<file path="src/rtl/bsq_pkg.sv">
package bsq_pkg;

  typedef enum logic [2:0] {
    S_IDLE, S_ZERO, S_ZCHK, S_WIPE, S_OCHK, S_PGM, S_PCHK, S_PARK
  } seq_st_t;

  localparam int SB_READY = 7;
  localparam int SB_ESUSP = 6;
  localparam int SB_EERR  = 5;
  localparam int SB_PERR  = 4;
  localparam int SB_PSUSP = 2;

  // status byte assembled from sequencer state and sticky error flags
  function automatic logic [7:0] pack_status(seq_st_t st, seq_st_t resume_st,
                                             logic e_err, logic p_err);
    logic [7:0] s;
    s = '0;
    s[SB_READY] = (st == S_IDLE) || (st == S_PARK);
    s[SB_ESUSP] = (st == S_PARK) && ((resume_st == S_ZCHK) || (resume_st == S_OCHK));
    s[SB_PSUSP] = (st == S_PARK) && (resume_st == S_PCHK);
    s[SB_EERR]  = e_err;
    s[SB_PERR]  = p_err;
    return s;
  endfunction

  // verify step that follows a pulse step
  function automatic seq_st_t check_after(seq_st_t pulse_st);
    case (pulse_st)
      S_ZERO:  return S_ZCHK;
      S_WIPE:  return S_OCHK;
      default: return S_PCHK;
    endcase
  endfunction

  // pulse step re-issued when a verify step fails
  function automatic seq_st_t retry_of(seq_st_t chk_st);
    case (chk_st)
      S_ZCHK:  return S_ZERO;
      S_OCHK:  return S_WIPE;
      default: return S_PGM;
    endcase
  endfunction

endpackage

</file>
<file path="src/rtl/bsq_pulse_timer.sv">
module bsq_pulse_timer #(
  parameter int CW = 3
) (
  input  logic          clk,
  input  logic          rst_n,
  input  logic          run,
  input  logic [CW-1:0] last_val,
  output logic          done
);

  logic [CW-1:0] cnt;

  assign done = run && (cnt == last_val);

  always_ff @(posedge clk or negedge rst_n) begin
    if (!rst_n)             cnt <= '0;
    else if (!run || done)  cnt <= '0;
    else                    cnt <= cnt + 1'b1;
  end

  // a pulse never finishes while the timer is idle
  p_done_needs_run_r3: assert property (@(posedge clk) disable iff (!rst_n)
    done |-> $past(run) || (cnt == '0));

endmodule

</file>
<file path="src/rtl/bsq_array.sv">
module bsq_array #(
  parameter int N_BLK     = 4,
  parameter int BLK_WORDS = 8,
  parameter int DW        = 8
) (
  input  logic                       clk,
  input  logic                       pgm_en,
  input  logic [$clog2(N_BLK*BLK_WORDS)-1:0] pgm_addr,
  input  logic [DW-1:0]              pgm_mask,
  input  logic                       ers_en,
  input  logic [$clog2(N_BLK)-1:0]   ers_blk,
  input  logic                       ers_hold,
  input  logic [$clog2(N_BLK*BLK_WORDS)-1:0] vfy_addr,
  output logic [DW-1:0]              vfy_data,
  input  logic [$clog2(N_BLK*BLK_WORDS)-1:0] rd_addr,
  output logic [DW-1:0]              rd_data
);

  localparam int WORDS = N_BLK * BLK_WORDS;
  localparam int AW    = $clog2(WORDS);
  localparam int BW    = $clog2(N_BLK);

  logic [WORDS-1:0][DW-1:0] cells;

  // cells are deliberately not reset: an aborted operation leaves them as is
  for (genvar w = 0; w < WORDS; w++) begin : g_word
    logic [DW-1:0] cell_q;
    always_ff @(posedge clk) begin
      if (ers_en && !ers_hold && (ers_blk == BW'(w / BLK_WORDS)))
        cell_q <= '1;
      else if (pgm_en && (pgm_addr == AW'(w)))
        cell_q <= cell_q & pgm_mask;
    end
    assign cells[w] = cell_q;
  end

  assign vfy_data = cells[vfy_addr];
  assign rd_data  = cells[rd_addr];

endmodule

</file>
<file path="src/rtl/bsq_ctrl.sv">
module bsq_ctrl
  import bsq_pkg::*;
#(
  parameter int N_BLK     = 4,
  parameter int BLK_WORDS = 8,
  parameter int DW        = 8,
  parameter int PROG_CYC  = 4,
  parameter int ERASE_CYC = 6,
  parameter int MAX_RETRY = 2,
  parameter int CW        = 3
) (
  input  logic                       clk,
  input  logic                       rst_n,
  input  logic                       req_erase,
  input  logic                       req_prog,
  input  logic                       req_suspend,
  input  logic                       req_resume,
  input  logic [$clog2(N_BLK*BLK_WORDS)-1:0] req_addr,
  input  logic [DW-1:0]              req_data,
  input  logic [DW-1:0]              vfy_data,
  output logic [$clog2(N_BLK*BLK_WORDS)-1:0] vfy_addr,
  input  logic                       pulse_done,
  output logic                       pulse_run,
  output logic [CW-1:0]              pulse_last,
  output logic                       pgm_en,
  output logic [$clog2(N_BLK*BLK_WORDS)-1:0] pgm_addr,
  output logic [DW-1:0]              pgm_mask,
  output logic                       ers_en,
  output logic [$clog2(N_BLK)-1:0]   ers_blk,
  output logic [7:0]                 status
);

  localparam int AW         = $clog2(N_BLK * BLK_WORDS);
  localparam int BW         = $clog2(N_BLK);
  localparam int IW         = $clog2(BLK_WORDS);
  localparam int RW         = (MAX_RETRY < 1) ? 1 : $clog2(MAX_RETRY + 1);
  localparam int SUSP_BOUND = BLK_WORDS + ERASE_CYC + PROG_CYC + 2;
  localparam int LW         = $clog2(SUSP_BOUND + 2);

  function automatic logic [BW-1:0] blk_of(logic [AW-1:0] a);
    return a[AW-1:IW];
  endfunction

  function automatic logic [AW-1:0] word_of(logic [BW-1:0] b, logic [IW-1:0] i);
    return {b, i};
  endfunction

  seq_st_t         st, resume_st;
  logic [IW-1:0]   idx;
  logic [BW-1:0]   blk;
  logic [AW-1:0]   paddr;
  logic [DW-1:0]   pdata;
  logic [RW-1:0]   retry;
  logic            susp_pend, e_err, p_err;

  // named events
  logic busy_st, in_check, expect_ok, last_word, retries_spent;
  logic ev_park, ev_finish;
  logic [DW-1:0] expect_val;

  assign busy_st       = !(st inside {S_IDLE, S_PARK});
  assign in_check      = st inside {S_ZCHK, S_OCHK, S_PCHK};
  assign last_word     = (idx == IW'(BLK_WORDS - 1));
  assign retries_spent = (retry == RW'(MAX_RETRY));
  assign expect_val    = (st == S_ZCHK) ? '0 : (st == S_OCHK) ? '1 : pdata;
  assign vfy_addr      = (st == S_PCHK) ? paddr : word_of(blk, idx);
  assign expect_ok     = (vfy_data == expect_val);
  assign ev_park       = pulse_done && (susp_pend || req_suspend);
  assign ev_finish     = in_check && ((expect_ok && ((st == S_PCHK) || (st == S_OCHK && last_word)))
                                      || (!expect_ok && retries_spent));

  assign pulse_run  = st inside {S_ZERO, S_WIPE, S_PGM};
  assign pulse_last = (st == S_WIPE) ? CW'(ERASE_CYC - 1) : CW'(PROG_CYC - 1);
  assign pgm_en     = pulse_done && (st inside {S_ZERO, S_PGM});
  assign pgm_addr   = (st == S_PGM) ? paddr : word_of(blk, idx);
  assign pgm_mask   = (st == S_PGM) ? pdata : '0;
  assign ers_en     = pulse_done && (st == S_WIPE);
  assign ers_blk    = blk;
  assign status     = pack_status(st, resume_st, e_err, p_err);

  always_ff @(posedge clk or negedge rst_n) begin
    if (!rst_n) begin
      st <= S_IDLE;  resume_st <= S_IDLE;
      idx <= '0;  blk <= '0;  paddr <= '0;  pdata <= '0;  retry <= '0;
      susp_pend <= 1'b0;  e_err <= 1'b0;  p_err <= 1'b0;
    end else begin
      if (busy_st && req_suspend) susp_pend <= 1'b1;
      case (st)
        S_IDLE: begin
          if (req_erase) begin
            blk <= blk_of(req_addr);  idx <= '0;  retry <= '0;
            e_err <= 1'b0;  p_err <= 1'b0;  st <= S_ZERO;
          end else if (req_prog) begin
            paddr <= req_addr;  pdata <= req_data;  retry <= '0;
            e_err <= 1'b0;  p_err <= 1'b0;  st <= S_PGM;
          end
        end
        S_ZERO, S_WIPE, S_PGM: begin
          if (pulse_done) begin
            if (ev_park) begin
              resume_st <= check_after(st);  susp_pend <= 1'b0;  st <= S_PARK;
            end else begin
              st <= check_after(st);
            end
          end
        end
        S_ZCHK, S_OCHK, S_PCHK: begin
          if (expect_ok) begin
            retry <= '0;
            if (ev_finish) begin
              st <= S_IDLE;  susp_pend <= 1'b0;
            end else if (st == S_ZCHK && last_word) begin
              idx <= '0;  st <= S_WIPE;
            end else begin
              idx <= idx + 1'b1;
              st  <= (st == S_ZCHK) ? S_ZERO : S_OCHK;
            end
          end else if (retries_spent) begin
            st <= S_IDLE;  susp_pend <= 1'b0;
            if (st == S_PCHK) p_err <= 1'b1;
            else              e_err <= 1'b1;
          end else begin
            retry <= retry + 1'b1;
            st    <= retry_of(st);
          end
        end
        S_PARK: if (req_resume) st <= resume_st;
        default: st <= S_IDLE;
      endcase
    end
  end

  // latency watch for a pending suspend
  logic [LW-1:0] lat_cnt;
  always_ff @(posedge clk or negedge rst_n) begin
    if (!rst_n)                      lat_cnt <= '0;
    else if (susp_pend && busy_st)   lat_cnt <= (lat_cnt == '1) ? lat_cnt : lat_cnt + 1'b1;
    else                             lat_cnt <= '0;
  end

  p_susp_latency_r7: assert property (@(posedge clk) disable iff (!rst_n)
    lat_cnt <= LW'(SUSP_BOUND));

  p_resume_target_r8: assert property (@(posedge clk) disable iff (!rst_n)
    (st == S_PARK && req_resume) |=> (st == $past(resume_st)));

  p_idle_hold_r10: assert property (@(posedge clk) disable iff (!rst_n)
    (st == S_IDLE && !req_erase && !req_prog) |=> (st == S_IDLE));

  p_perr_at_end_r5: assert property (@(posedge clk) disable iff (!rst_n)
    $rose(p_err) |-> (st == S_IDLE));

  p_start_clears_r12: assert property (@(posedge clk) disable iff (!rst_n)
    $rose(busy_st) |-> !e_err && !p_err);

endmodule

</file>
<file path="src/rtl/blkerase_seq.sv">
module blkerase_seq #(
  parameter int N_BLK     = 4,
  parameter int BLK_WORDS = 8,
  parameter int DATA_W    = 8,
  parameter int PROG_CYC  = 4,
  parameter int ERASE_CYC = 6,
  parameter int MAX_RETRY = 2,
  parameter int AW        = $clog2(N_BLK * BLK_WORDS)
) (
  input  logic              clk,
  input  logic              rst_n,
  input  logic              req_erase,
  input  logic              req_prog,
  input  logic              req_suspend,
  input  logic              req_resume,
  input  logic [AW-1:0]     req_addr,
  input  logic [DATA_W-1:0] req_data,
  input  logic              cell_stuck,
  input  logic [AW-1:0]     rd_addr,
  output logic [DATA_W-1:0] rd_data,
  output logic [7:0]        status
);

  localparam int BW    = $clog2(N_BLK);
  localparam int MAXC  = (PROG_CYC > ERASE_CYC) ? PROG_CYC : ERASE_CYC;
  localparam int CW    = (MAXC < 2) ? 1 : $clog2(MAXC);

  logic              pulse_run, pulse_done;
  logic [CW-1:0]     pulse_last;
  logic              a_pgm_en, a_ers_en;
  logic [AW-1:0]     a_pgm_addr, a_vfy_addr;
  logic [DATA_W-1:0] a_pgm_mask, a_vfy_data;
  logic [BW-1:0]     a_ers_blk;

  bsq_ctrl #(
    .N_BLK(N_BLK), .BLK_WORDS(BLK_WORDS), .DW(DATA_W), .PROG_CYC(PROG_CYC),
    .ERASE_CYC(ERASE_CYC), .MAX_RETRY(MAX_RETRY), .CW(CW)
  ) u_ctrl (
    .clk(clk), .rst_n(rst_n),
    .req_erase(req_erase), .req_prog(req_prog),
    .req_suspend(req_suspend), .req_resume(req_resume),
    .req_addr(req_addr), .req_data(req_data),
    .vfy_data(a_vfy_data), .vfy_addr(a_vfy_addr),
    .pulse_done(pulse_done), .pulse_run(pulse_run), .pulse_last(pulse_last),
    .pgm_en(a_pgm_en), .pgm_addr(a_pgm_addr), .pgm_mask(a_pgm_mask),
    .ers_en(a_ers_en), .ers_blk(a_ers_blk),
    .status(status)
  );

  bsq_pulse_timer #(.CW(CW)) u_timer (
    .clk(clk), .rst_n(rst_n), .run(pulse_run), .last_val(pulse_last), .done(pulse_done)
  );

  bsq_array #(.N_BLK(N_BLK), .BLK_WORDS(BLK_WORDS), .DW(DATA_W)) u_array (
    .clk(clk),
    .pgm_en(a_pgm_en), .pgm_addr(a_pgm_addr), .pgm_mask(a_pgm_mask),
    .ers_en(a_ers_en), .ers_blk(a_ers_blk), .ers_hold(cell_stuck),
    .vfy_addr(a_vfy_addr), .vfy_data(a_vfy_data),
    .rd_addr(rd_addr), .rd_data(rd_data)
  );

  // no cell write may be issued while a suspend flag is showing
  p_frozen_susp_r7: assert property (@(posedge clk) disable iff (!rst_n)
    (status[6] || status[2]) |-> !(a_pgm_en || a_ers_en));

endmodule

</file>
<file path="config.mk">
export PLATFORM = sky130hd
export DESIGN_NAME = blkerase_seq
export DESIGN_NICKNAME = d
export VERILOG_FILES = /design/src/rtl/bsq_pkg.sv /design/src/rtl/bsq_pulse_timer.sv /design/src/rtl/bsq_array.sv /design/src/rtl/bsq_ctrl.sv /design/src/rtl/blkerase_seq.sv
export SDC_FILE = /design/constraint.sdc
export NUM_CORES = 1
export LEC_CHECK = 0
export BUFFER_PORTS_ARGS = -buffer_cell sky130_fd_sc_hd__buf_4
export CORE_MARGIN = 3
export CORE_UTILIZATION = 60
export CTS_BUF_LIST = sky130_fd_sc_hd__clkbuf_8
export CTS_CLUSTER_DIAMETER = 120
export CTS_CLUSTER_SIZE = 16
export DETAILED_ROUTE_END_ITERATION = 12
export PLACE_DENSITY_LB_ADDON = 0.05
export RECOVER_POWER = 100
export SETUP_SLACK_MARGIN = 0.05
export SLEW_MARGIN = 25
export SYNTH_ARGS = -nofsm -noshare
export SYNTH_HDL_FRONTEND = slang
export SYNTH_HIERARCHICAL = 1
export SYNTH_SLANG_ARGS = --single-unit
</file>
<file path="constraint.sdc">
create_clock -name clk -period 6.3 [get_ports clk]
set_input_delay 0.945 -clock clk [delete_from_list [all_inputs] [get_ports clk]]
set_output_delay 0.945 -clock clk [all_outputs]
set_load 0.01 [all_outputs]
</file>
* Yosys cells after proc, flatten, opt, wreduce, memory -nomap -nowiden *
Cells that the tools add are included.

storage, ports and cells
  register bits = 288
  input bits = 25
  output and inout port bits = 16
  logic and storage cells = 268

cells by class
  $add $sub $neg = 3
  magnitude comparators = 2
  equality and inequality tests = 59
  multiplexer cells = 51
  bitwise operators = 33
  reduce and logical (&&, ||, !) cells = 77

operator list
  cell                                                                           number
  8-bit bitwise AND                                                              32
  8-bit binary-select mux with 5-bit select                                      2
  5-bit == test (second input constant)                                          16
  1-bit logical AND                                                              49
  3-bit two-way mux                                                              16
  5-bit by 4-bit == test with 1-bit output (second input constant)               8
  8-bit two-way mux                                                              5
  3-bit == test (second input constant)                                          7
  5-bit by 3-bit == test with 1-bit output (second input constant)               4
  3-bit one-hot mux with 2 select lines                                          3
  1-bit two-way mux                                                              14
  5-bit by 6-bit less-than comparator with 1-bit output (second input constant)  2
  3-bit one-hot mux with 4 select lines                                          1
  3-bit AND reduction                                                            4
  5-bit by 2-bit == test with 1-bit output (second input constant)               2
  5-bit two-way mux                                                              2
  2-bit != test (second input constant)                                          5
  5-bit AND reduction                                                            2
  3-bit by 2-bit == test with 1-bit output (second input constant)               3
  8-bit == test                                                                  1
  2-bit two-way mux                                                              4
  2-bit by 1-bit != test with 1-bit output (second input constant)               4
  3-bit by 1-bit adder with 3-bit output (second input constant)                 2
  2-bit == test (second input constant)                                          3
  20 further kinds                                                               34

* Logic depth before layout (Yosys ltp) *
Gate-level depths: netlist of run 1.

  depth after elaboration = 12
  gate-level depth with buffers = 17
  depth with buffers taken out = 13

* Cells and area by module *
The synthesis of run 1 kept the hierarchy.

by module, submodules not included
  module           instances  cells each  area an instance (µm²)  sequential area each (µm²)
  bsq_array        1          1108        12684.7                 5124.9
  bsq_ctrl         1          221         2029.4                  700.7
  bsq_pulse_timer  1          14          163.9                   75.1

* Worst setup path after synthesis of run 1 *
Ideal clock, no wire load.

  path type = flip-flop to flip-flop
  from = reg u_ctrl.st[2]
  to = reg u_ctrl.susp_pend
  setup time = 0.094 ns
  arrival = 4.507 ns
  data required time = 6.206 ns
  slack = 1.699 ns
  cell stages (with the launch flop) = 18
  path buffers = 4
  period minus slack after synthesis = 4.601 ns
  path through = dfrtp_1 clkbuf_1 and2_0 nand2_1 mux2_2 buf_6 buf_2 buf_2 mux4_2 mux4_2 mux2_2 nor4_2 a41oi_1 o41ai_2 o2111a_2 nand2_4 a211o_1 a221oi_2

on the way
  cells in the longest elaborated chain, start to end = 12
  elaborated cells between the ends (all ways) = 39
  those cells by class = eq/ne (9); mux (13); reduce/logical (17)

RTL lines
  element                                      RTL line            source
  start, declared                              bsq_ctrl.sv:48      seq_st_t st, resume_st;
  start signal, assigned                       bsq_ctrl.sv:103     st <= check_after(st);
  start signal, assigned                       bsq_ctrl.sv:116     st <= (st == S_ZCHK) ? S_ZERO : S_OCHK;
  start signal, assigned                       bsq_ctrl.sv:124     st <= retry_of(st);
  3-bit == test *                              bsq_ctrl.sv:66      assign vfy_addr = (st == S_PCHK) ? paddr : word_of(blk, idx);
  5-bit two-way mux *                          bsq_ctrl.sv:66
  net a_vfy_addr[2]                            blkerase_seq.sv:31  logic [AW-1:0] a_pgm_addr, a_vfy_addr;
  8-bit binary-select mux with 5-bit select *  bsq_array.sv:37     assign vfy_data = cells[vfy_addr];
  8-bit two-way mux (implied by the code) *    bsq_array.sv:37
  net a_vfy_data[0]                            blkerase_seq.sv:32  logic [DATA_W-1:0] a_pgm_mask, a_vfy_data;
  8-bit == test *                              bsq_ctrl.sv:67      assign expect_ok = (vfy_data == expect_val);
  1-bit zero test                              bsq_ctrl.sv:70      || (!expect_ok && retries_spent));
  1-bit logical AND                            bsq_ctrl.sv:70
  1-bit logical OR                             bsq_ctrl.sv:70
  1-bit logical AND                            bsq_ctrl.sv:69      assign ev_finish = in_check && ((expect_ok && ((st == S_PCHK) || (st == S_OCHK && last_word)))
  1-bit two-way mux                            bsq_ctrl.sv:110     if (ev_finish) begin
  1-bit two-way mux *                          bsq_ctrl.sv:108     if (expect_ok) begin
  1-bit one-hot mux with 2 select lines *      bsq_ctrl.sv:88      case (st)
  end signal, assigned                         bsq_ctrl.sv:85      susp_pend <= 1'b0; e_err <= 1'b0; p_err <= 1'b0;
  end signal, assigned                         bsq_ctrl.sv:87      if (busy_st && req_suspend) susp_pend <= 1'b1;
  end signal, assigned                         bsq_ctrl.sv:111     st <= S_IDLE; susp_pend <= 1'b0;
  end, declared                                bsq_ctrl.sv:54      logic susp_pend, e_err, p_err;

Mark *: on every way through the listed nets, which the timed path passes. The rest lies on a longest branch. The select of a mux whose other input is x is not followed.
A chain may end at the register's enable or synchronous reset.

* Worst setup path in the final report of run 1 *
  from = reg u_ctrl.st[1]
  to = reg u_ctrl.susp_pend

Same word-level chain as after synthesis.

==> impl_results.md, run 1 <==
* Net Sw Frac at 39.17%
* Bufs on Longest Clock Path at 3
* Failing checks: max-capacitance violations, max-slew violations
* First-pass GRT wire length at 64750 um
* Slew Viols, Final at 314
* Die span in x at about 160 um
* Critical Path RT at 6.76 ns
* Crit start category: flip-flop
* Post-synthesis sequential area ratio at between 30% and 40%
* Unrepaired setup endpoints after global routing: false
* Crit-path max FO at 24
* Total grt overflow at 0
* Vias in the first global route at 11110
* Status: finished, violations left
* Synth unique cells at 67
* Most common cell after layout, fill and taps aside: nand2_1
* Antenna-violating nets left at 0
* Via count at 11290
* Synth Area in XOR/XNOR at 0.2355%
* Sequential Power Share at 45.0%
* Share of layout cells above drive strength 1 at 21.16%
* Final Hold Fails at 0
* Crit end category: flip-flop
* Pwr Density at 453.5 nW/um^2
* Max Cap Viol at 8
* Min Tclk post-route at 5.516 ns
* Syn Inst Count at 1343
* Nets at ~1300
* Critical path class: flip-flop to flip-flop
* Top FF cell, synth: dfxtp_1
* Largest net degree at the start of global routing at 65
* RePlAce Congestion at 0.8980
* Initial core utilization at 62.27%
* Drt via density at around 7
* Post-Synth Adder-Cell Area at 0.4205%
* Fmax at 181.3 MHz
* Power Internal at 0.004229 W
* Core Box Area at 23890 um^2
* Synth Warn # at 6
* Cts bufs inserted at 21
* DR pass1 iterations at 5
* Post-synthesis cell area at 14880 um^2
* Setup TNS at 0 ns
* DRT iter0 DRCs at 1167
* Post-CTS Setup Inserts at 0
* Most frequent cells in the layout: nand2_1 (278), o31ai_1 (256), dfxtp_1 (256)
* # IOs at 41
* Mux cell area share after synthesis at between 20% and 30%
* Final setup skew at 0.01530 ns
* CTS H-tree depth at 1
* P&R area growth vs syn at 3.036%
* Largest family of logic cells by synthesized area: multiplexers
* Share of the clock period used by the worst path at 87.56%
* Floorplan die height at 163.5 um
* Synth async-reset ratio at 10.80%
* Comb power frac at 42.3%
* Compound-Gate Fraction of Synth Area at 15.85%
* Buffers added on ports at 37
* Antenna violations before repair at 0
* Slew HR at -107.9%
* WL/cell at 25.47 um
* Yosys reg bits at 287
* Clk_lat worst skew at 0.57 ns
* Post-Synth Simple-Gate Area at 10.48%
* Post-synth EDFFs at 0
* Final setup violation count at 0
* Total Routing Usage GR at 30.90%
* Total wire length at 40630 um
* Clk pwr share at 12.7%
* DRC at 0
* CTS tree: yes
* Die area at 26720 um^2
* Post-CTS resize count at 0
* Sink Count at 287
* Hold Crit Class: flip-flop to flip-flop
* Detail Placement HPWL at roughly 24000 um
* CP Data Arrival Time at 5.98 ns
* Net Sw Power at ~0.0027 W
* CTS Hold Bufs at 0
* Worst vdd ir at roughly 270 uV
* Total leakage power at 6.687 nW
* Root buf cell: clkbuf_8
* Worst-path clk slew at roughly 0.11 ns
* Pwr Total at 0.006952 W
* Row count at 56
* ANT cells at 0
* Worst Tran Pin Value at 3.119 ns
* Syn_area_per_cell at between 10 and 15 um^2
[worst max-delay path, cell delays in order, from the launching register on]
cell      delay [ns]
dfrtp_1         0.34
buf_4           0.24
and2_0          0.33
nand2_1         0.27
mux2_4          0.53
buf_12          0.26
mux4_4          0.66
mux4_2          0.47
mux2_2          0.32
nor4_1          0.30
a41oi_1         0.18
o41ai_1         0.29
o2111a_1        0.33
nand2_1         0.21
a211o_1         0.36
a221oi_1        0.30
[per-layer routing]
metal,part of all wire [%],GRT usage [%]
met5,0,0
met3,8.4,4.362
met2,47,50.81
met4,3.0,7.882
met1,41,43.64
[stage by stage]
stage               util, %  instances  hold WS, ns  area (um^2)  worst slack [ns]
global route          64.16       1595       0.4867        15330            0.3594
floorplan                 -       1345       0.4378        14890             1.699
CTS                   64.53       1595       0.2950        15420             1.076
detailed placement    63.22       1569       0.4583        15110             1.113
finish                64.16       1595       0.4700        15330            0.7836
global placement      63.19       1569       0.4464        15100             1.216
[flip-flops by register name, summed over array words and instances, names as in the netlist]
signal	cells
u_ctrl/p_err	1
u_ctrl/paddr	5
u_ctrl/st	3
u_ctrl/pdata	8
u_ctrl/e_err	1
u_ctrl/idx	3
u_ctrl/retry	2
u_array/g_word.cell_q	256
u_ctrl/resume_st	2
u_ctrl/susp_pend	1
u_timer/cnt	3
u_ctrl/ers_blk	2
[worst paths after layout]
| check | start | endpoint | slack [ns] | cells past startpoint |
|---|---|---|---|---|
| worst min-delay path | u_array/g_word[28].cell_q[0]$_SDFFE_PP1P_ | u_array/g_word[28].cell_q[0]$_SDFFE_PP1P_ | 0.47 | 2 |
| min in group asynchronous | rst_n | u_timer/cnt[0]$_DFF_PN0_ | 0.80 | 1 |
| worst max register to register | u_ctrl/st[1]$_DFFE_PN0P_ | u_ctrl/susp_pend$_DFF_PN0_ | 0.78 | 15 |
| max in group asynchronous | rst_n | u_ctrl/p_err$_DFFE_PN0P_ | 4.53 | 1 |
| worst max-delay path | u_ctrl/st[1]$_DFFE_PN0P_ | u_ctrl/susp_pend$_DFF_PN0_ | 0.78 | 15 |
| worst min register to register | u_array/g_word[28].cell_q[0]$_SDFFE_PP1P_ | u_array/g_word[28].cell_q[0]$_SDFFE_PP1P_ | 0.47 | 2 |
[Yosys cell counts (3+ instances only)]
master	number	area, um^2
a21oi_1	9	45.04
a31oi_1	8	50.05
and2_1	8	50.05
and3_1	4	25.02
buf_1	19	71.32
buf_2	15	75.07
buf_4	12	90.09
buf_6	12	135.1
clkbuf_1	99	371.6
dfrtp_1	31	775.7
dfxtp_1	256	5125
ha_1	5	62.56
inv_1	11	41.29
mux2_2	42	473.0
mux4_1	18	473.0
mux4_2	139	3131
mux4_4	3	75.07
nand2_1	279	1047
nand2b_1	9	56.30
nand3b_1	3	22.52
nand4b_1	4	35.03
nand4bb_1	4	45.04
nor2_1	13	48.80
nor2b_1	7	43.79
nor3_1	6	30.03
o21a_1	3	22.52
o21ai_0	10	50.05
o22ai_1	4	25.02
o31ai_1	256	1922
or2_2	3	18.77
xnor2_1	4	35.03
[cells by family after synthesis]
logic type,count (synthesis)
AND/OR/NAND/NOR,355
AO/OA/AOI/OAI,317
buffers and inverters,170
other,2
XOR/XNOR,4
adder cells (fa/ha/maj),5
multiplexers,203
flip-flops,287
[layout make-up]
type	instances	area, um^2
Fill cell	1914	8563
Multi-Input combinational cell	888	8197
Sequential cell	287	5901
Timing Repair Buffer	63	476.7
Tap cell	319	399.1
Clock buffer	21	289.0
Inverter	12	45.04
Clock inverter	5	22.52
[power groups by stage]
stage	registers (W)	logic [W]	clock network (W)
after CTS	0.00311	0.00295	0.000908
after global placement	0.00312	0.00286	0
after global routing	0.00321	0.00320	0.000969
after floorplan	0.00294	0.00232	0
after detailed placement	0.00314	0.00294	0
final	0.00313	0.00294	0.000886
No activity file was read; power rests on OpenSTA's default activity.
==> inputs of run 2 (changes only) <==
REMOVE_ABC_BUFFERS = 1   (was not set)
==> impl_results.md, run 2 (synthesis results as in run 1) <==
* Crit start category: flip-flop
* Final Instance Count excl. Fillers at 1601 (+0.38%)
* Total wire length at 39660 um (-2.4%)
* Status: finished, violations left
* Reg2reg setup slack at 0.68 ns (-0.10 ns)
* Post-route cell area at 15350 um^2 (+0.12%)
* Buffers added on ports at 37 (unchanged)
* Die area at 26720 um^2 (unchanged)
* Max Cap Viol at 7 (-1)
* Critical Path RT at 6.78 ns (+0.02 ns)
* Reg-to-reg endpoint: u_ctrl/susp_pend$_DFF_PN0_
* Final setup skew at 0.01936 ns (+0.004056 ns)
* ANT cells at 0 (unchanged)
* Power Internal at 0.004236 W (+0.17%)
* Worst-path clk slew at 0.11 ns (about the same)
* Crit end category: flip-flop
* Antenna-violating nets left at 0 (unchanged)
* Root buf cell: clkbuf_8
* Reg2reg start: u_ctrl/st[2]$_DFFE_PN0P_
* Worst Hold Depth at 2 (unchanged)
* Min Tclk post-route at 5.617 ns (+0.1004 ns)
* Post-CTS Setup Inserts at 0 (unchanged)
* Comb power frac at 42.2% (about the same)
* Unrepaired setup endpoints after global routing: false
* Initial core utilization at 62.27% (unchanged)
* Hold Path Sink: u_array/g_word[14].cell_q[5]$_SDFFE_PP1P_
* Hold Crit Class: flip-flop to flip-flop
* DR pass1 iterations at 5 (unchanged)
* Dpl cell area at 15100 um^2 (about the same)
* P&R area growth vs syn at 3.162%
* Net Sw Power at 0.002738 W (+0.54%)
* Worst vdd ir at 226.7 uV (-15%)
* Failing checks: max-capacitance violations, max-slew violations
* Worst Tran Pin Value at 2.936 ns (-0.1822 ns)
* Sink Count at 287 (unchanged)
* Most common cell after layout, fill and taps aside: nand2_1
* Clk pwr share at 12.9% (+0.2 points)
* Sequential Power Share at 44.9% (about the same)
* Share of layout cells above drive strength 1 at 21.53% (+0.37 points)
* Most frequent cells in the layout: nand2_1 (277), o31ai_1 (256), dfxtp_1 (256)
* WL/cell at 24.77 um (-2.7%)
* Via count at 11190 (-0.86%)
* CTS Hold Bufs at 0 (unchanged)
* Antenna violations before repair at 0 (unchanged)
* Clk_lat worst skew at 0.57 ns (about the same)
* Die span in x at 163.5 um (unchanged)
* Detail Placement HPWL at 23850 um (-0.32%)
* HP Start: u_array/g_word[14].cell_q[5]$_SDFFE_PP1P_
* Setup TNS at 0 ns (unchanged)
* Nets at 1308 (+0.38%)
* Drt via density at 6.989 (-1.2%)
* Max reg flops at 256 (unchanged)
* Multi-input gate area at 8219 um^2 (+0.27%)
* Total leakage power at 6.716 nW (+0.43%)
* Total grt overflow at 0 (unchanged)
* Post-CTS resize count at 0 (unchanged)
* Net Sw Frac at 39.25% (+0.086 points)
* Biggest register: u_array/g_word.cell_q
* RePlAce Congestion at 0.9558 (+6.4%)
* CTS H-tree depth at 1 (unchanged)
* Fillcell total at 1919 (+0.26%)
* DRT iter0 DRCs at 1261 (+8.1%)
* DRC at 0 (unchanged)
* # IOs at 41 (unchanged)
* Reg area at 5901 um^2 (unchanged)
* Slew Viols, Final at 281 (-11%)
* Largest net degree at the start of global routing at 65 (unchanged)
* Bufs on Longest Clock Path at 3 (unchanged)
* Cts bufs inserted at 21 (unchanged)
* First-pass GRT wire length at 63350 um (-2.2%)
* Placed Instances at 1574 (+0.32%)
* Share of the clock period used by the worst path at 89.16% (+1.6 points)
* Critical path class: flip-flop to flip-flop
* Core Box Area at 23890 um^2 (unchanged)
* Fmax at 178.0 MHz (-1.8%)
* CTS tree: yes
* R2R cell count at 15 (unchanged)
* Pwr Density at 454.4 nW/um^2 (+0.19%)
* Slew HR at -95.75% (+12 points)
* Total Routing Usage GR at 30.07% (-0.83 points)
* CP Data Arrival Time at 6.10 ns (+0.12 ns)
* Final setup violation count at 0 (unchanged)
* Floorplan die height at 163.5 um (unchanged)
* Crit-path max FO at 23 (-4.2%)
* Row count at 56 (unchanged)
* Vias in the first global route at 11070 (-0.32%)
* Top flop regs: u_array/g_word.cell_q x256, u_ctrl/pdata x8, u_ctrl/paddr x5
* Final Hold Fails at 0 (unchanged)
-- run 2: changes by cell type in the layout (fill, tap and decap cells not counted), moves of 2 or more --
cell      change
and2_2        -4
buf_12        -3
and2_1        +4
clkbuf_1      +2
mux2_2        +2
buf_4         +6
-- run 2: stage by stage --
| step | utilization, % | total power (W) | hold WS (ns) | setup slack, ns |
|---|---|---|---|---|
| 6_report | 64.24 | 0.006974 | 0.4711 | 0.6831 |
| 5_1_grt | 64.24 | 0.007401 | 0.4875 | 0.4443 |
| 3_5_place_dp | 63.21 | 0.006070 | 0.4569 | 1.192 |
| 2_1_floorplan | - | 0.005114 | 0.4378 | 0.7541 |
| 4_1_cts | 64.53 | 0.006962 | 0.2822 | 1.187 |
| 3_3_place_gp | 63.20 | 0.005976 | 0.4474 | 1.264 |
-- run 2: worst max-delay path, stage by stage, from the launching register on --
cell and delay [ns]:
dfrtp_1 0.34, buf_4 0.23, and2_0 0.32, nand2_1 0.25
mux2_1 0.77, buf_4 0.34, mux4_1 0.56, mux4_2 0.52
mux2_2 0.36, nor4_2 0.32, a41oi_1 0.19, o41ai_2 0.25
o2111a_2 0.32, nand2_4 0.10, a211o_1 0.35, a221oi_2 0.28
-- run 2: how the worst max path moves through the flow --
stage | endpoint | from | cells after the start
after floorplan | u_ctrl/susp_pend$_DFF_PN0_ | u_ctrl/st[1]$_DFFE_PN0P_ | 13
after global placement | u_ctrl/susp_pend$_DFF_PN0_ | u_ctrl/st[2]$_DFFE_PN0P_ | 15
after detailed placement | u_ctrl/susp_pend$_DFF_PN0_ | u_ctrl/st[2]$_DFFE_PN0P_ | 15
after CTS | u_ctrl/susp_pend$_DFF_PN0_ | u_ctrl/st[2]$_DFFE_PN0P_ | 15
after global routing | u_ctrl/susp_pend$_DFF_PN0_ | u_ctrl/st[2]$_DFFE_PN0P_ | 15
final | u_ctrl/susp_pend$_DFF_PN0_ | u_ctrl/st[2]$_DFFE_PN0P_ | 15
-- run 2: layout make-up --
class                           count  share of cell area [%]
Clock inverter                      6                  0.1712
Clock buffer                       21                   1.883
Timing Repair Buffer               68                   3.057
Tap cell                          319                   2.600
Multi-Input combinational cell    888                   53.55
Inverter                           12                  0.2935
Sequential cell                   287                   38.44
-- run 2: power by group through the flow --
stage	combinational [W]	sequential, W	clock, W
final	0.00294	0.00313	0.000901
after global routing	0.00320	0.00322	0.000984
after CTS	0.00293	0.00312	0.000920
after detailed placement	0.00292	0.00315	0
after global placement	0.00285	0.00312	0
after floorplan	0.00214	0.00297	0
-- run 2: per-layer routing --
metal  share of wire, %  global-route usage (%)  up-vias  wire (um)
li1                   -                       -     4990          -
met1                 42                   43.02     5550      16700
met2                 46                   47.16      550      18130
met3                8.6                   4.996      100       3408
met4                3.6                   9.881        0       1417
met5                  0                       0        -          0
==> inputs of run 3 (changes only) <==
SETUP_SLACK_MARGIN = not set   (was 0.05)
SYNTH_HIERARCHICAL = not set   (was 1)
==> impl_results.md, run 3 <==
* Slew Viols, Final at 162 (-42%)
* Vias in the first global route at 12420 (+12%)
* Top cell type's share of synthesized area at 34.37% (-0.075 points)
* Top FF cell, synth: dfxtp_1
* P&R area growth vs syn at 4.053%
* Bufs on Longest Clock Path at 3 (unchanged)
* Post-CTS Setup Inserts at 0 (unchanged)
* Slew HR at -42.31% (+53 points)
* Total Routing Usage GR at 37.24% (+7.2 points)
* Most frequent cells in the layout: nand2_1 (444), o21ai_0 (273), dfxtp_1 (256)
* Status: finished, violations left
* Power Internal at 0.003498 W (-17%)
* Antenna-violating nets left at 0 (unchanged)
* Yosys reg bits at 287 (unchanged)
* Post-CTS resize count at 0 (unchanged)
* Hold WS at 0.4812 ns (+0.01008 ns)
* Post-synthesis sequential area ratio at 39.57% (-0.087 points)
* Via count at 13600 (+21%)
* DRT iter0 DRCs at 2320 (+84%)
* Hold Crit Class: flip-flop to flip-flop
* Pwr Density at 403.3 nW/um^2 (-11%)
* Total wire length at 50180 um (+27%)
* Max reg flops at 256 (unchanged)
* Floorplan die height at 163.6 um (+0.10%)
* Sink Count at 287 (unchanged)
* Top post-synthesis cells by area: dfxtp_1 (34%), mux4_2 (13%), nand2_1 (11%)
* Crit end category: flip-flop
* Crit start category: flip-flop
* Largest net degree at the start of global routing at 65 (unchanged)
* HP Start: u_array.g_word[1].cell_q[5]$_SDFFE_PP1P_
* DRC at 0 (unchanged)
* Die area at 26780 um^2 (+0.21%)
* Unrepaired setup endpoints after global routing: false
* Total grt overflow at 0 (unchanged)
* Share of the clock period used by the worst path at 90.45% (+1.3 points)
* Net Sw Frac at 44.09% (+4.8 points)
* Crit-path max FO at 20 (-13%)
* CTS H-tree depth at 1 (unchanged)
* Count leader, synth: nand2_1
* Detail Placement HPWL at 34100 um (+43%)
* Critical path class: flip-flop to flip-flop
* Synth unique cells at 68 (+1.5%)
* Worst vdd ir at 226.4 uV (-0.12%)
* Synth Warn # at 0 (-6)
* WL/cell at 25.20 um (+1.7%)
* Fmax at 175.5 MHz (-1.4%)
* Clk_lat worst skew at 0.58 ns (about the same)
* R2R cell count at 13 (-2)
* Min Tclk post-route at 5.699 ns (+0.08174 ns)
* Worst Hold Depth at 2 (unchanged)
* Die span in x at 163.6 um (+0.10%)
* Root buf cell: clkbuf_8
* Syn_area_per_cell at 8.699 um^2 (-21%)
* Comb power frac at 46.0% (+3.8 points)
* Failing checks: max-capacitance violations, max-slew violations
* Share of layout cells above drive strength 1 at 12.85% (-8.7 points)
* RePlAce Congestion at 0.9898 (+3.6%)
* Post-synth EDFFs at 0 (unchanged)
* Final setup skew at 0.02377 ns (+0.004412 ns)
* Reg2reg start: u_ctrl.st[1]$_DFFE_PN0P_
* Yosys top cell by area: dfxtp_1
* Most common cell after layout, fill and taps aside: nand2_1
* Max Cap Viol at 4 (-3)
* Sequential Power Share at 39.4% (-5.5 points)
* Worst Tran Pin Value at 2.135 ns (-0.8017 ns)
* Drt via density at 6.828 (-2.3%)
* Commonest cells in the netlist: nand2_1 (444), o21ai_0 (272), dfxtp_1 (256), clkbuf_1 (86), mux4_2 (85)
* # IOs at 41 (unchanged)
* DR pass1 iterations at 7 (+2)
* Top flop regs: u_array.g_word.cell_q x256, u_ctrl.pdata x8, u_ctrl.paddr x5
* CTS Hold Bufs at 0 (unchanged)
* Critical Path Start: u_ctrl.st[1]$_DFFE_PN0P_
* Worst-path clk slew at 0.11 ns (about the same)
* Synth async-reset ratio at 10.80% (unchanged)
* Syn Inst Count at 1714 (+28%)
* Total leakage power at 5.910 nW (-12%)
* Clk pwr share at 14.6% (+1.7 points)
* Final Hold Fails at 0 (unchanged)
* Nets at 1693 (+29%)
* Core Box Area at 24390 um^2 (+2.1%)
* CP Data Arrival Time at 6.19 ns (+0.09 ns)
* Row count at 57 (+1.8%)
* Cts bufs inserted at 21 (unchanged)
* Initial core utilization at 61.13% (-1.1 points)
* Net Sw Power at 0.002759 W (+0.77%)
* Post-synthesis cell area at 14910 um^2 (+0.22%)
* First-pass GRT wire length at 76550 um (+21%)
* Antenna violations before repair at 1 (+1)
* Buffers added on ports at 37 (unchanged)
* CTS tree: yes
* Critical Path RT at 6.80 ns (+0.02 ns)
* Biggest register: u_array.g_word.cell_q
* Pwr Total at 0.006257 W (-10%)
* Final setup violation count at 0 (unchanged)
[run 3: cell types whose count changed after synthesis, sizes merged, moves of 14 or more]
cell,delta
a211oi,+34
a21oi,+18
clkbuf,-14
mux2i,+71
mux4,-75
nand2,+164
nand3,+52
nor2,+50
o21ai,+262
o31ai,-249
[run 3: worst paths after layout]
check / slack, ns / endpoint
worst max-delay path: 0.60 / u_ctrl.st[0]$_DFFE_PN0P_
worst min-delay path: 0.48 / u_array.g_word[1].cell_q[5]$_SDFFE_PP1P_
worst max register to register: 0.60 / u_ctrl.st[0]$_DFFE_PN0P_
worst min register to register: 0.48 / u_array.g_word[1].cell_q[5]$_SDFFE_PP1P_
max in group asynchronous: 4.54 / u_timer.cnt[1]$_DFF_PN0_
min in group asynchronous: 0.77 / u_ctrl.pdata[4]$_DFFE_PN0P_
[run 3: final cells by class]
type,instances,area (um^2)
Tap cell,324,405.4
Fill cell,2099,8876
Sequential cell,287,5901
Clock buffer,21,289.0
Inverter,23,86.33
Antenna cell,1,2.502
Multi-Input combinational cell,1265,8354
Clock inverter,5,18.77
Timing Repair Buffer,65,457.9
[run 3: cells by family (layout without fill, tap and decap cells)]
logic type                 after synthesis  count (layout)  share of synthesized area, %
DFF                                    287             287                         39.57
adders and majority gates                5               5                        0.4196
AOI/OAI and AO/OA                      415             415                         16.09
muxes                                  192             192                         20.34
other                                    1               4                       0.02515
buffers and inverters                  164             114                         4.808
xor gates and xnor gates                 1               1                       0.05875
and+or+nand+nor                        649             649                         18.68
[run 3: power groups by stage]
| stage | Sequential (W) | Clock (W) | Combinational (W) |
|---|---|---|---|
| 2_1_floorplan | 0.00239 | 0 | 0.00191 |
| 3_3_place_gp | 0.00248 | 0 | 0.00276 |
| 3_5_place_dp | 0.00249 | 0 | 0.00281 |
| 4_1_cts | 0.00245 | 0.000917 | 0.00282 |
| 5_1_grt | 0.00250 | 0.000982 | 0.00309 |
| 6_report | 0.00247 | 0.000911 | 0.00288 |
[run 3: per-stage QoR]
| step | util, % | std cells | setup TNS (ns) | setup slack, ns | area (um^2) |
|---|---|---|---|---|---|
| 2_1_floorplan | - | 1575 | -2.278 | -0.4543 | 14290 |
| 3_3_place_gp | 62.52 | 1963 | 0 | 1.074 | 15250 |
| 3_5_place_dp | 62.62 | 1964 | 0 | 0.9443 | 15270 |
| 4_1_cts | 63.89 | 1990 | 0 | 0.9408 | 15580 |
| 5_1_grt | 63.60 | 1990 | 0 | 0.3816 | 15510 |
| 6_report | 63.61 | 1991 | 0 | 0.6014 | 15510 |
[run 3: worst max-delay path, stage by stage, from the launching register on]
cell and delay (ns):
dfrtp_1 0.75, and3b_1 0.97, mux2i_4 0.68, buf_4 0.33
nand3_1 0.11, a32oi_1 0.31, nand4_1 0.29, or3_1 0.42
a21oi_1 0.17, a311oi_2 0.08, nor4b_4 0.58, clkbuf_1 0.38
mux2_2 0.38, o22ai_1 0.16
[run 3: per-layer routing]
metal	wire (um)	vias to the layer above	track usage, %	part of all wire [%]
met4	2128	2	13.11	4.2
met2	22090	870	56.40	44
met3	5548	133	8.319	11
li1	-	5979	-	-
met5	13	-	0	0.026
met1	20390	6611	52.74	41
